### src/rtl/pcm_eng_pkg.sv
// Package: shared widths and the per-direction configuration type.
package pcm_eng_pkg;
    localparam int DIV_BITS    = 9;
    localparam int SAMPLE_BITS = 16;

    // Per-direction settings, resolved in the top module.
    typedef struct packed {
        logic active;    // port enable AND direction enable
        logic msb_late;  // MSB one bit clock after the sync bit clock
    } dir_cfg_t;
endpackage

### src/rtl/pcm_bclk_div.sv
// pcm_bclk_div: divides source ticks down to the bit clock.
// Assumes: tick is a clock enable in the clk domain. The divider value is
// taken while stopped and again whenever reload is high (frame start).
module pcm_bclk_div #(
    parameter int DIV_W = 9
) (
    input  logic             clk,
    input  logic             rst_n,
    input  logic             run,
    input  logic             tick,
    input  logic             reload,
    input  logic [DIV_W-1:0] div_in,
    output logic             bclk,
    output logic             rise,
    output logic             fall
);
    logic [DIV_W-1:0] cnt_q;
    logic [DIV_W-1:0] cur_q;
    logic             wrap;

    assign wrap = run && tick && (cnt_q == cur_q);
    assign rise = wrap && !bclk;
    assign fall = wrap && bclk;

    // Half-period counter, bit-clock toggle and held divider value.
    always_ff @(posedge clk) begin
        if (!rst_n || !run) begin
            cnt_q <= '0;
            cur_q <= div_in;
            bclk  <= 1'b0;
        end else begin
            if (tick) begin
                if (cnt_q == cur_q) begin
                    cnt_q <= '0;
                    bclk  <= ~bclk;
                end else begin
                    cnt_q <= cnt_q + 1'b1;
                end
            end
            if (reload) begin
                cur_q <= div_in;
            end
        end
    end

    // the half-period count never runs past the held divider.
    p_cnt_bound_r1: assert property (@(posedge clk) disable iff (!rst_n)
        run |-> (cnt_q <= cur_q));

    // a stopped clock comes back low.
    p_stop_low_r5: assert property (@(posedge clk) disable iff (!rst_n)
        !run |=> !bclk);
endmodule

### src/rtl/pcm_frame_ctr.sv
// pcm_frame_ctr: counts bit clocks into frames and drives frame sync.
// Assumes: rise is a one-cycle strobe before each bclk rising edge. The
// frame length is taken while stopped and again at each frame start.
module pcm_frame_ctr #(
    parameter int DIV_W = 9
) (
    input  logic             clk,
    input  logic             rst_n,
    input  logic             run,
    input  logic             rise,
    input  logic [DIV_W-1:0] sync_in,
    output logic             fsync,
    output logic             fstart,
    output logic [DIV_W-1:0] pos,
    output logic [DIV_W-1:0] pos_next
);
    logic [DIV_W-1:0] cnt_q;
    logic [DIV_W-1:0] cur_q;

    assign fstart   = rise && (cnt_q == cur_q);
    assign pos      = cnt_q;
    assign pos_next = fstart ? '0 : cnt_q + 1'b1;

    // Bit position within the frame and the one-bit sync pulse.
    always_ff @(posedge clk) begin
        if (!rst_n || !run) begin
            cnt_q <= sync_in;
            cur_q <= sync_in;
            fsync <= 1'b0;
        end else if (rise) begin
            if (cnt_q == cur_q) begin
                cnt_q <= '0;
                cur_q <= sync_in;
                fsync <= 1'b1;
            end else begin
                cnt_q <= cnt_q + 1'b1;
                fsync <= 1'b0;
            end
        end
    end

    // sync is only ever high in bit position zero.
    p_fsync_pos_r3: assert property (@(posedge clk) disable iff (!rst_n)
        fsync |-> (pos == '0));

    // the position never passes the held frame length.
    p_pos_bound_r3: assert property (@(posedge clk) disable iff (!rst_n)
        run |-> (cnt_q <= cur_q));
endmodule

### src/rtl/pcm_tx_shift.sv
// pcm_tx_shift: takes a sample at frame start and drives it MSB first.
// Assumes: fstart and rise are strobes from the framing logic, and
// pos_next is the bit position that the coming rising edge starts.
module pcm_tx_shift
    import pcm_eng_pkg::*;
#(
    parameter int SAMPLE_W = 16,
    parameter int DIV_W    = 9
) (
    input  logic                clk,
    input  logic                rst_n,
    input  logic                run,
    input  dir_cfg_t            cfg,
    input  logic                rise,
    input  logic                fstart,
    input  logic [DIV_W-1:0]    pos_next,
    input  logic [SAMPLE_W-1:0] tx_data,
    input  logic                tx_valid,
    output logic                tx_ready,
    output logic                tx_starve,
    output logic                sd_out
);
    localparam int IDX_W = $clog2(SAMPLE_W);

    logic [SAMPLE_W-1:0] word_q;
    logic [SAMPLE_W-1:0] word_now;
    logic [DIV_W-1:0]    late_w;
    logic [DIV_W-1:0]    off;
    logic                in_win;
    logic [IDX_W-1:0]    bit_sel;

    assign tx_ready = fstart && cfg.active;
    assign word_now = fstart ? ((cfg.active && tx_valid) ? tx_data : '0) : word_q;
    assign late_w   = {{(DIV_W-1){1'b0}}, cfg.msb_late};
    assign off      = pos_next - late_w;
    assign in_win   = (pos_next >= late_w) && (off < DIV_W'(SAMPLE_W));
    assign bit_sel  = IDX_W'(SAMPLE_W - 1) - off[IDX_W-1:0];

    // Sample capture, starve strobe and the serial output bit.
    always_ff @(posedge clk) begin
        if (!rst_n || !run) begin
            word_q    <= '0;
            tx_starve <= 1'b0;
            sd_out    <= 1'b0;
        end else begin
            tx_starve <= fstart && cfg.active && !tx_valid;
            if (fstart) begin
                word_q <= word_now;
            end
            if (!cfg.active) begin
                sd_out <= 1'b0;
            end else if (rise) begin
                sd_out <= in_win ? word_now[bit_sel] : 1'b0;
            end
        end
    end

    // a starved frame holds an all-zero word.
    p_starve_zero_r7: assert property (@(posedge clk) disable iff (!rst_n)
        tx_starve |-> (word_q == '0));

    // an inactive transmitter keeps the line low.
    p_line_quiet_r9: assert property (@(posedge clk) disable iff (!rst_n)
        $past(!cfg.active) |-> !sd_out);
endmodule

### src/rtl/pcm_rx_shift.sv
// pcm_rx_shift: samples the receive line on falling edges into a word.
// Assumes: fall is a one-cycle strobe before each bclk falling edge, and pos
// is the current bit position in the frame.
module pcm_rx_shift
    import pcm_eng_pkg::*;
#(
    parameter int SAMPLE_W = 16,
    parameter int DIV_W    = 9
) (
    input  logic                clk,
    input  logic                rst_n,
    input  logic                run,
    input  dir_cfg_t            cfg,
    input  logic                fall,
    input  logic [DIV_W-1:0]    pos,
    input  logic                sd_in,
    output logic [SAMPLE_W-1:0] rx_data,
    output logic                rx_valid
);
    logic [SAMPLE_W-2:0] sh_q;
    logic [DIV_W-1:0]    late_w;
    logic [DIV_W-1:0]    off;
    logic                in_win;
    logic                last_bit;

    assign late_w   = {{(DIV_W-1){1'b0}}, cfg.msb_late};
    assign off      = pos - late_w;
    assign in_win   = (pos >= late_w) && (off < DIV_W'(SAMPLE_W));
    assign last_bit = (off == DIV_W'(SAMPLE_W - 1));

    // Shift register and the shifted-in word with its strobe.
    always_ff @(posedge clk) begin
        if (!rst_n) begin
            sh_q     <= '0;
            rx_data  <= '0;
            rx_valid <= 1'b0;
        end else if (!run) begin
            sh_q     <= '0;
            rx_valid <= 1'b0;
        end else begin
            rx_valid <= 1'b0;
            if (fall && cfg.active && in_win) begin
                sh_q <= {sh_q[SAMPLE_W-3:0], sd_in};
                if (last_bit) begin
                    rx_data  <= {sh_q, sd_in};
                    rx_valid <= 1'b1;
                end
            end
        end
    end

    // a received word is flagged for one cycle only.
    p_valid_single_r8: assert property (@(posedge clk) disable iff (!rst_n)
        rx_valid |=> !rx_valid);

    // a word is only delivered by an active receiver.
    p_valid_active_r9: assert property (@(posedge clk) disable iff (!rst_n)
        rx_valid |-> $past(cfg.active));
endmodule

### src/rtl/pcm_serial_engine.sv
// pcm_serial_engine: master-mode PCM bit clock, frame sync and serial shifter.
// Assumes: aud_tick is a one-cycle strobe in the clk domain; the bus source
// clock is clk itself.
module pcm_serial_engine
    import pcm_eng_pkg::*;
#(
    parameter int DIV_W    = DIV_BITS,
    parameter int SAMPLE_W = SAMPLE_BITS
) (
    input  logic                clk,
    input  logic                rst_n,
    input  logic                src_sel,
    input  logic                aud_tick,
    input  logic                sclk_en,
    input  logic                idle_run,
    input  logic                port_en,
    input  logic                tx_en,
    input  logic                rx_en,
    input  logic                tx_msb_late,
    input  logic                rx_msb_late,
    input  logic [DIV_W-1:0]    bclk_div,
    input  logic [DIV_W-1:0]    sync_div,
    input  logic [SAMPLE_W-1:0] tx_data,
    input  logic                tx_valid,
    output logic                tx_ready,
    output logic                tx_starve,
    input  logic                sd_in,
    output logic                bclk,
    output logic                fsync,
    output logic                sd_out,
    output logic [SAMPLE_W-1:0] rx_data,
    output logic                rx_valid
);
    dir_cfg_t         tx_cfg;
    dir_cfg_t         rx_cfg;
    logic             tick;
    logic             run;
    logic             rise;
    logic             fall;
    logic             fstart;
    logic [DIV_W-1:0] pos;
    logic [DIV_W-1:0] pos_next;

    // Source-clock select and the run condition for the clock generator.
    always_comb begin
        tick          = src_sel ? aud_tick : 1'b1;
        tx_cfg.active = port_en && tx_en;
        tx_cfg.msb_late = tx_msb_late;
        rx_cfg.active = port_en && rx_en;
        rx_cfg.msb_late = rx_msb_late;
        run = sclk_en && (idle_run || tx_cfg.active || rx_cfg.active);
    end

    pcm_bclk_div #(.DIV_W(DIV_W)) u_div (
        .clk(clk), .rst_n(rst_n), .run(run), .tick(tick), .reload(fstart),
        .div_in(bclk_div), .bclk(bclk), .rise(rise), .fall(fall)
    );

    pcm_frame_ctr #(.DIV_W(DIV_W)) u_frame (
        .clk(clk), .rst_n(rst_n), .run(run), .rise(rise), .sync_in(sync_div),
        .fsync(fsync), .fstart(fstart), .pos(pos), .pos_next(pos_next)
    );

    pcm_tx_shift #(.SAMPLE_W(SAMPLE_W), .DIV_W(DIV_W)) u_tx (
        .clk(clk), .rst_n(rst_n), .run(run), .cfg(tx_cfg), .rise(rise),
        .fstart(fstart), .pos_next(pos_next), .tx_data(tx_data),
        .tx_valid(tx_valid), .tx_ready(tx_ready), .tx_starve(tx_starve),
        .sd_out(sd_out)
    );

    pcm_rx_shift #(.SAMPLE_W(SAMPLE_W), .DIV_W(DIV_W)) u_rx (
        .clk(clk), .rst_n(rst_n), .run(run), .cfg(rx_cfg), .fall(fall),
        .pos(pos), .sd_in(sd_in), .rx_data(rx_data), .rx_valid(rx_valid)
    );

    // once stopped, both clock outputs are low.
    p_stopped_quiet_r5: assert property (@(posedge clk) disable iff (!rst_n)
        $past(!run) |-> (!fsync && !bclk));

    // a starve strobe never follows an accepted sample.
    p_starve_excl_r7: assert property (@(posedge clk) disable iff (!rst_n)
        tx_starve |-> !$past(tx_valid));
endmodule

### config.mk
export PLATFORM = sky130hd
export DESIGN_NAME = pcm_serial_engine
export DESIGN_NICKNAME = d
export VERILOG_FILES = /design/src/rtl/pcm_eng_pkg.sv /design/src/rtl/pcm_bclk_div.sv /design/src/rtl/pcm_frame_ctr.sv /design/src/rtl/pcm_tx_shift.sv /design/src/rtl/pcm_rx_shift.sv /design/src/rtl/pcm_serial_engine.sv
export SDC_FILE = /design/constraint.sdc
export NUM_CORES = 1
export LEC_CHECK = 0
export ABC_AREA = 1
export BUFFER_PORTS_ARGS = -buffer_cell sky130_fd_sc_hd__buf_2
export CAP_MARGIN = 20
export CORE_ASPECT_RATIO = 1.75
export CORE_MARGIN = 3
export CORE_UTILIZATION = 49
export CTS_CLUSTER_DIAMETER = 40
export DETAILED_ROUTE_END_ITERATION = 10
export HOLD_SLACK_MARGIN = 0.15
export PLACE_DENSITY = 0.82
export SKIP_LAST_GASP = 1
export SYNTH_ARGS = -nofsm -noshare
export SYNTH_HDL_FRONTEND = slang
export SYNTH_HIERARCHICAL = 1
export SYNTH_SLANG_ARGS = --single-unit
### constraint.sdc
create_clock -name clk -period 2.55 [get_ports clk]
set_input_delay 0.3825 -clock clk [delete_from_list [all_inputs] [get_ports clk]]
set_output_delay 0.3825 -clock clk [all_outputs]
set_load 0.005 [all_outputs]
==> results.toml, run 1 <==
[synth]
avgSynthCellArea_sq_um = 7.68
synth_fp_nets = 663
synth-seq-cells = 88
syn_inst = 610
synth_cell_types = 35
ys.flop_type = "dfxtp_1"
synth_edf_count = 27
synth-async-reset-ratio = 0
ys_warn_count = 6
yosysSeqAreaShare = 0.434
synth_area_sq_um = 4680

[global_route]
globalRouteOverflowTotal = 0
grt_pass1_wl_mm = 16.9
grtUsageTotal = 0.195
grt_max_degree = 32
global_route.usage.met1 = 0.209
antenna_found_initial = 0
grt-busiest-layer = "met2"
grt_use_met2 = 0.343
grt_use_met3 = 0.0406
grt_pass1_vias = 4077

[routing]
drc = 0
antenna_left = 0
wl_per_cell_um = 12.8
firstDrtPassIters = 6
viasPerCell = 5.13
wl_mm = 10.5
vias = 4214
drt_iter0_drc = 225

[power]
p_clk_frac = 0.389
powerDensity_nw_per_um2 = 596
p_int_uw = 2450
p_leak_uw = 0.00271
power.share.sequential = 0.455
ir_worst_vdd_mv = 0.356
p_comb_frac = 0.156
p_total_uw = 3350
p_switching_uw = 902
p_sw_frac = 0.269

[clocking]
numCtsBuffers = 9
clock-sinks = 88
ctsHoldBuffers = 0
htreeDepth = 3
clkSlewWorstSetupHoldPaths_ns = 0.06
clockBufferDepth = 2
cts_tree = "built"
clk_latency_ns = 0.34
cts_root_buffer = "clkbuf_16"

[worst_setup_path]
endpoint_kind = "output pin"
cp_cell_sequence = "inv_2 > nand2_1 > nand2_1 > nor2_2 > nand2_2 > nor2_4 > nand2_4 > nor3_4 > nand3_2 > inv_2 > buf_6 > nand2_4 > inv_1 > buf_2"
cp.arrival_ns = 2.17
cp_max_fo = 4
cpMaxStageDelayCell = "dfxtp_1"
cpPeakStageDelay_ns = 0.42
startpoint_type = "register"
crit_required_ns = 2.17
crit_type = "reg2out"

[timing]
setup_slack_ns = -0.000680
relSlewSlack = 0.601
max_freq_mhz = 392
hold_violations = 0
fin_skew_ns = 0.00868
final_max_slew_viol_count = 0
fin_hold_ws_ns = 0.217
setup_viol = 1
worst_pin_slew_ns = 0.597
fin_crit_ns = 2.55
timing.final.crit_share = 1.00
rsz0062_at_grt = "yes"

[layout]
diodes = 0
nets = 750
syn_to_final_growth_pct = 20.2
final_common_cell = "nand2_1"
layout_common_cells = "159 x nand2_1, 80 x inv_1, 68 x buf_2"
n_fill_cell = 802
utilization = 0.611
layout-drive-gt1-share = 0.275

[placed_design]
place_congestion = 0.858
port_buffers = 68
dp.final_hpwl_mm = 7.79

[flow_run]
maxCapViolations = 0

[floorplanning]
rows = 46
core_sq_um = 9210
dieWidth_um = 79.9
ios = 69
initial_utilization = 0.509
die_area_sq_um = 10800
die_y_um = 135

[outcome]
violations = "negative setup slack"
status = "finished with violations"

[min_path]
hp-class = "in2reg"
==> logic make-up (layout without fill, tap and decap cells) <==
| kind of cell | after synthesis | after routing | synth area share |
|---|---|---|---|
| xor gates and xnor gates | 20 | 20 | 0.0374 |
| and+or+nand+nor | 348 | 348 | 0.365 |
| DFF | 88 | 88 | 0.434 |
| adders and majority gates | 6 | 6 | 0.0160 |
| buffers and inverters | 108 | 200 | 0.103 |
| AOI/OAI and AO/OA | 39 | 39 | 0.0433 |
| muxes | 1 | 1 | 0.00214 |
==> what timing repair did <==
action                                 in CTS  in global routing
setup buffers                               0                  5
pin swaps                                   0                 20
endpoints found under the hold margin       0                  0
setup endpoints to repair                   1                  2
resized for setup                           2                 27
gates cloned                                0                  0
==> worst paths after layout <==
check	from	to	slack [ns]	cells past startpoint
hold reg to reg	u_rx/rx_data[2]$_SDFFE_PN0P_	u_rx/rx_data[2]$_SDFFE_PN0P_	0.46	2
setup reg to reg	u_div/cnt_q[4]$_SDFFE_PP0P_	u_tx/sd_out$_SDFFE_PP0P_	0.01	21
hold / removal	bclk_div[2]	u_div/cur_q[2]$_DFFE_PP_	0.22	1
setup / recovery	u_div/cnt_q[4]$_SDFFE_PP0P_	tx_ready	-0.0007	14
==> state kept, by name (all words and copies together) (netlist names) <==
signal	count
u_rx/rx_data	16
u_div/cur_q	9
u_div/cnt_q	9
u_tx/word_q	16
u_frame/pos	9
u_div/bclk	1
u_frame/cur_q	9
u_frame/fsync	1
u_rx/sh_q	15
u_tx/sd_out	1
u_tx/tx_starve	1
u_rx/rx_valid	1
==> per-layer routing <==
metal  share of wire  wire (um)  vias up
li1                -          -     2114
met1            0.38       4000     1910
met2            0.53       5550      153
met3           0.056        591       37
met4           0.035        373        0
met5               0          0        -
==> power groups by stage <==
stage | Clock, uW | Combinational, uW | Sequential, uW
2_1_floorplan | 0 | 328 | 1560
3_3_place_gp | 0 | 457 | 1550
3_5_place_dp | 0 | 472 | 1560
4_1_cts | 1330 | 475 | 1530
5_1_grt | 1390 | 582 | 1530
6_report | 1300 | 524 | 1530
==> stage by stage <==
stage | setup slack, ns | TNS [ns] | instances | instance area [sq um]
finish | -0.000680 | -0.000680 | 822 | 5630
floorplan | 0.0288 | 0 | 610 | 4690
detailed placement | 0.00527 | 0 | 801 | 5190
CTS | 0.000282 | 0 | 817 | 5490
global placement | 0.0895 | 0 | 801 | 5190
global route | -0.186 | -0.337 | 822 | 5630
==> cells in the mapped netlist, types with 2 or more instances <==
library cell,count,share of area
nor2_4,4,0.0096
ha_1,6,0.016
nand2_2,8,0.011
dfxtp_1,61,0.26
or2_2,2,0.0027
nor2_2,17,0.023
a21oi_1,23,0.025
buf_2,3,0.0032
edfxtp_1,27,0.17
nor3_1,2,0.0021
a21oi_2,2,0.0037
xnor2_1,13,0.024
nand4_1,21,0.028
nand2_4,3,0.0072
clkbuf_1,3,0.0024
nand2_1,167,0.13
o21ai_0,14,0.015
nand3_2,12,0.026
nor3_2,2,0.0043
buf_4,2,0.0032
nand3_1,59,0.063
inv_2,6,0.0048
inv_1,85,0.068
buf_6,6,0.014
nor2_1,45,0.036
clkbuf_8,2,0.0059
xor2_1,7,0.013
==> critical path: cells and delay by family, from the launching register on <==
family        cells  cell delay (ns)
buf+inv           5             0.51
simple gates      9             0.89
flops             1             0.42
==> layout make-up <==
cell class	count	area (sq um)	area share
multi-input cells	414	2270	0.404
flip-flops and latches	88	2030	0.361
repair buffers	92	528	0.0938
inverters	92	345	0.0613
clock buffers	11	264	0.0469
well taps	120	150	0.0267
clock inverters	5	36.3	0.00645
(Power assumes the default switching activity.)
==> run 2: changes to the inputs <==
Settings changed: BUFFER_PORTS_ARGS -buffer_cell sky130_fd_sc_hd__buf_2 to unset, DONT_BUFFER_PORTS set to 1, PLACE_DENSITY 0.82 to 0.75.
==> run 2 against run 1 <==
Compared with the run above: the run now ends clean; fmax is essentially flat; final cell count shrank 5.0%; cell area shrank 1.0%; non-clock buffer count shrank 41; clock power is essentially flat; wire length grew 0.38%; flip-flop and latch count is the same; utilization shrank 0.62 points; critical path type is now reg2reg; highest routed layer unchanged.
==> results.toml, run 2 (synthesis gave the netlist of run 1 again) <==
[power]
p_leak_uw = 0.00253
p_clk_frac = 0.394
ir_worst_vdd_mv = 0.390
p_int_uw = 2500
p_switching_uw = 889
p_sw_frac = 0.262
p_comb_frac = 0.156
powerDensity_nw_per_um2 = 609
power.share.sequential = 0.450
p_total_uw = 3390

[worst_setup_path]
r2r_slack_ns = 0.0006
endpoint_kind = "register"
cp.buffers_inverters = 4
cp_max_fo = 5
cp.arrival_ns = 2.82
cpPeakStageDelay_ns = 0.40
crit_path_frequent_cell = "nand2_2"
crit_type = "reg2reg"
cp_top_family = "simple AND/OR/NAND/NOR gates"
cp_cell_sequence = "nand2_1 > nand2_1 > nor2_2 > nand2_2 > nor2_4 > nand2_4 > nor3_4 > nand3_4 > buf_6 > nand2_2 > inv_1 > inv_2 > nand2_2 > or2_4 > xor2_2 > buf_4 > nand3_2 > nand3_2 > a21oi_2"
cpMaxStageDelayCell = "edfxtp_1"
startpoint_type = "register"
crit_required_ns = 2.83

[floorplanning]
core_sq_um = 9210
die_area_sq_um = 10800
rows = 46
die_y_um = 135
ios = 69
dieWidth_um = 79.9
initial_utilization = 0.509

[routing]
highest_layer = "met4"
drt_iter0_drc = 189
wl_met2_mm = 5.72
wl_met3_um = 619
vias = 4003
viasPerCell = 5.13
drt-met1-wl_mm = 3.92
drc = 0
firstDrtPassIters = 5
wl_per_cell_um = 13.5
wl_mm = 10.6
antenna_left = 0

[layout]
layout_common_cells = "163 x nand2_1, 79 x inv_1, 58 x dfxtp_1"
finalNonFillerCells = 781
n_fill_cell = 820
syn_to_final_growth_pct = 18.9
final_common_cell = "nand2_1"
multi_input_area_sq_um = 2280
diodes = 0
layout-drive-gt1-share = 0.200
register_area_sq_um = 2040
top_regs = "u_rx/rx_data x16, u_tx/word_q x16, u_rx/sh_q x15"
nets = 709

[timing]
fin_hold_ws_ns = 0.164
relSlewSlack = 0.627
setup_slack_ns = 0.000616
setup_viol = 0
fin_crit_ns = 2.55
fin_skew_ns = 0.00809
rsz0062_at_grt = "yes"
tns_ns = 0
max_freq_mhz = 392
worst_pin_slew_ns = 0.559
timing.final.crit_share = 1.00
final_max_slew_viol_count = 0
hold_violations = 0

[placed_design]
dp.cells = 733
port_buffers = 0
dp.final_hpwl_mm = 7.66
place_congestion = 0.911
pre_cts_slack_ns = -0.00614

[global_route]
grt_pass1_vias = 3888
grt_pass1_wl_mm = 16.9
globalRouteOverflowTotal = 0
antenna_found_initial = 0
grtUsageTotal = 0.198
grt_max_degree = 33

[outcome]
status = "finished, final reports clean"

[clocking]
clockBufferDepth = 2
cts_tree = "built"
cts_root_buffer = "clkbuf_16"
clkSlewWorstSetupHoldPaths_ns = 0.07
numCtsBuffers = 9
clock-sinks = 88
htreeDepth = 3
clk_latency_ns = 0.34

[min_path]
hp-class = "in2reg"

[flow_run]
maxCapViolations = 0
[run 2: cell types whose count changed in the layout (fill, tap and decap cells not counted), moves of 3 or more]
cell / change
nand3_2: -3
buf_4: +6
nand2_2: -5
dlygate4sd3_1: +19
inv_4: +4
inv_2: -3
buf_2: -68
nand2_1: +4
[run 2: per-stage QoR]
stage | cell area [sq um] | util
final | 5570 | 0.605
after CTS | 5350 | 0.581
after floorplan | 4690 | -
after global routing | 5570 | 0.605
after detailed placement | 4850 | 0.526
after global placement | 4850 | 0.526
[run 2: final cells by class]
type / instances / area share
clock buffer: 10 / 0.0429
clock inverter: 6 / 0.0115
inverter: 92 / 0.0640
multi-input combinational: 414 / 0.409
sequential: 88 / 0.365
tap: 120 / 0.0269
timing repair buffer: 51 / 0.0799
[run 2: worst reg2reg max path, delay by kind of cell (launching register included)]
family | cells | cell delay [ns]
AOI/OAI and AO/OA | 1 | 0.12
xor gates and xnor gates | 1 | 0.15
buffers and inverters | 4 | 0.43
DFF | 1 | 0.40
and+or+nand+nor | 13 | 1.38
[run 2: path summary, 6_finish.rpt]
check / startpoint / end / depth (start not counted)
hold / removal: rst_n / u_rx/rx_data[8]$_SDFFE_PN0P_ / 2
hold reg to reg: u_tx/word_q[11]$_SDFFE_PP0P_ / u_tx/word_q[11]$_SDFFE_PP0P_ / 2
setup reg to reg: u_div/cur_q[4]$_DFFE_PP_ / u_tx/sd_out$_SDFFE_PP0P_ / 19
setup / recovery: u_div/cur_q[4]$_DFFE_PP_ / u_tx/sd_out$_SDFFE_PP0P_ / 19
[run 2: metal layers]
layer  track usage  vias up
li1              -     2034
met5             0        -
met4         0.105        0
met3        0.0506       25
met2         0.357      131
met1         0.206     1813
[run 2: power groups by stage]
stage	Combinational, uW	Sequential (uW)	Clock [uW]
5_1_grt	584	1530	1420
3_5_place_dp	422	1560	0
2_1_floorplan	328	1560	0
3_3_place_gp	410	1560	0
4_1_cts	455	1530	1360
6_report	530	1530	1330
[run 2: repair_timing]
item / in CTS / in global routing
endpoints found under the hold margin: 19 / 0
gates cloned: 0 / 0
pin swaps: 0 / 18
hold buffers: 19 / 0
buffers inserted: 0 / 13
gates resized for setup: 3 / 32
setup endpoints to repair: 2 / 2
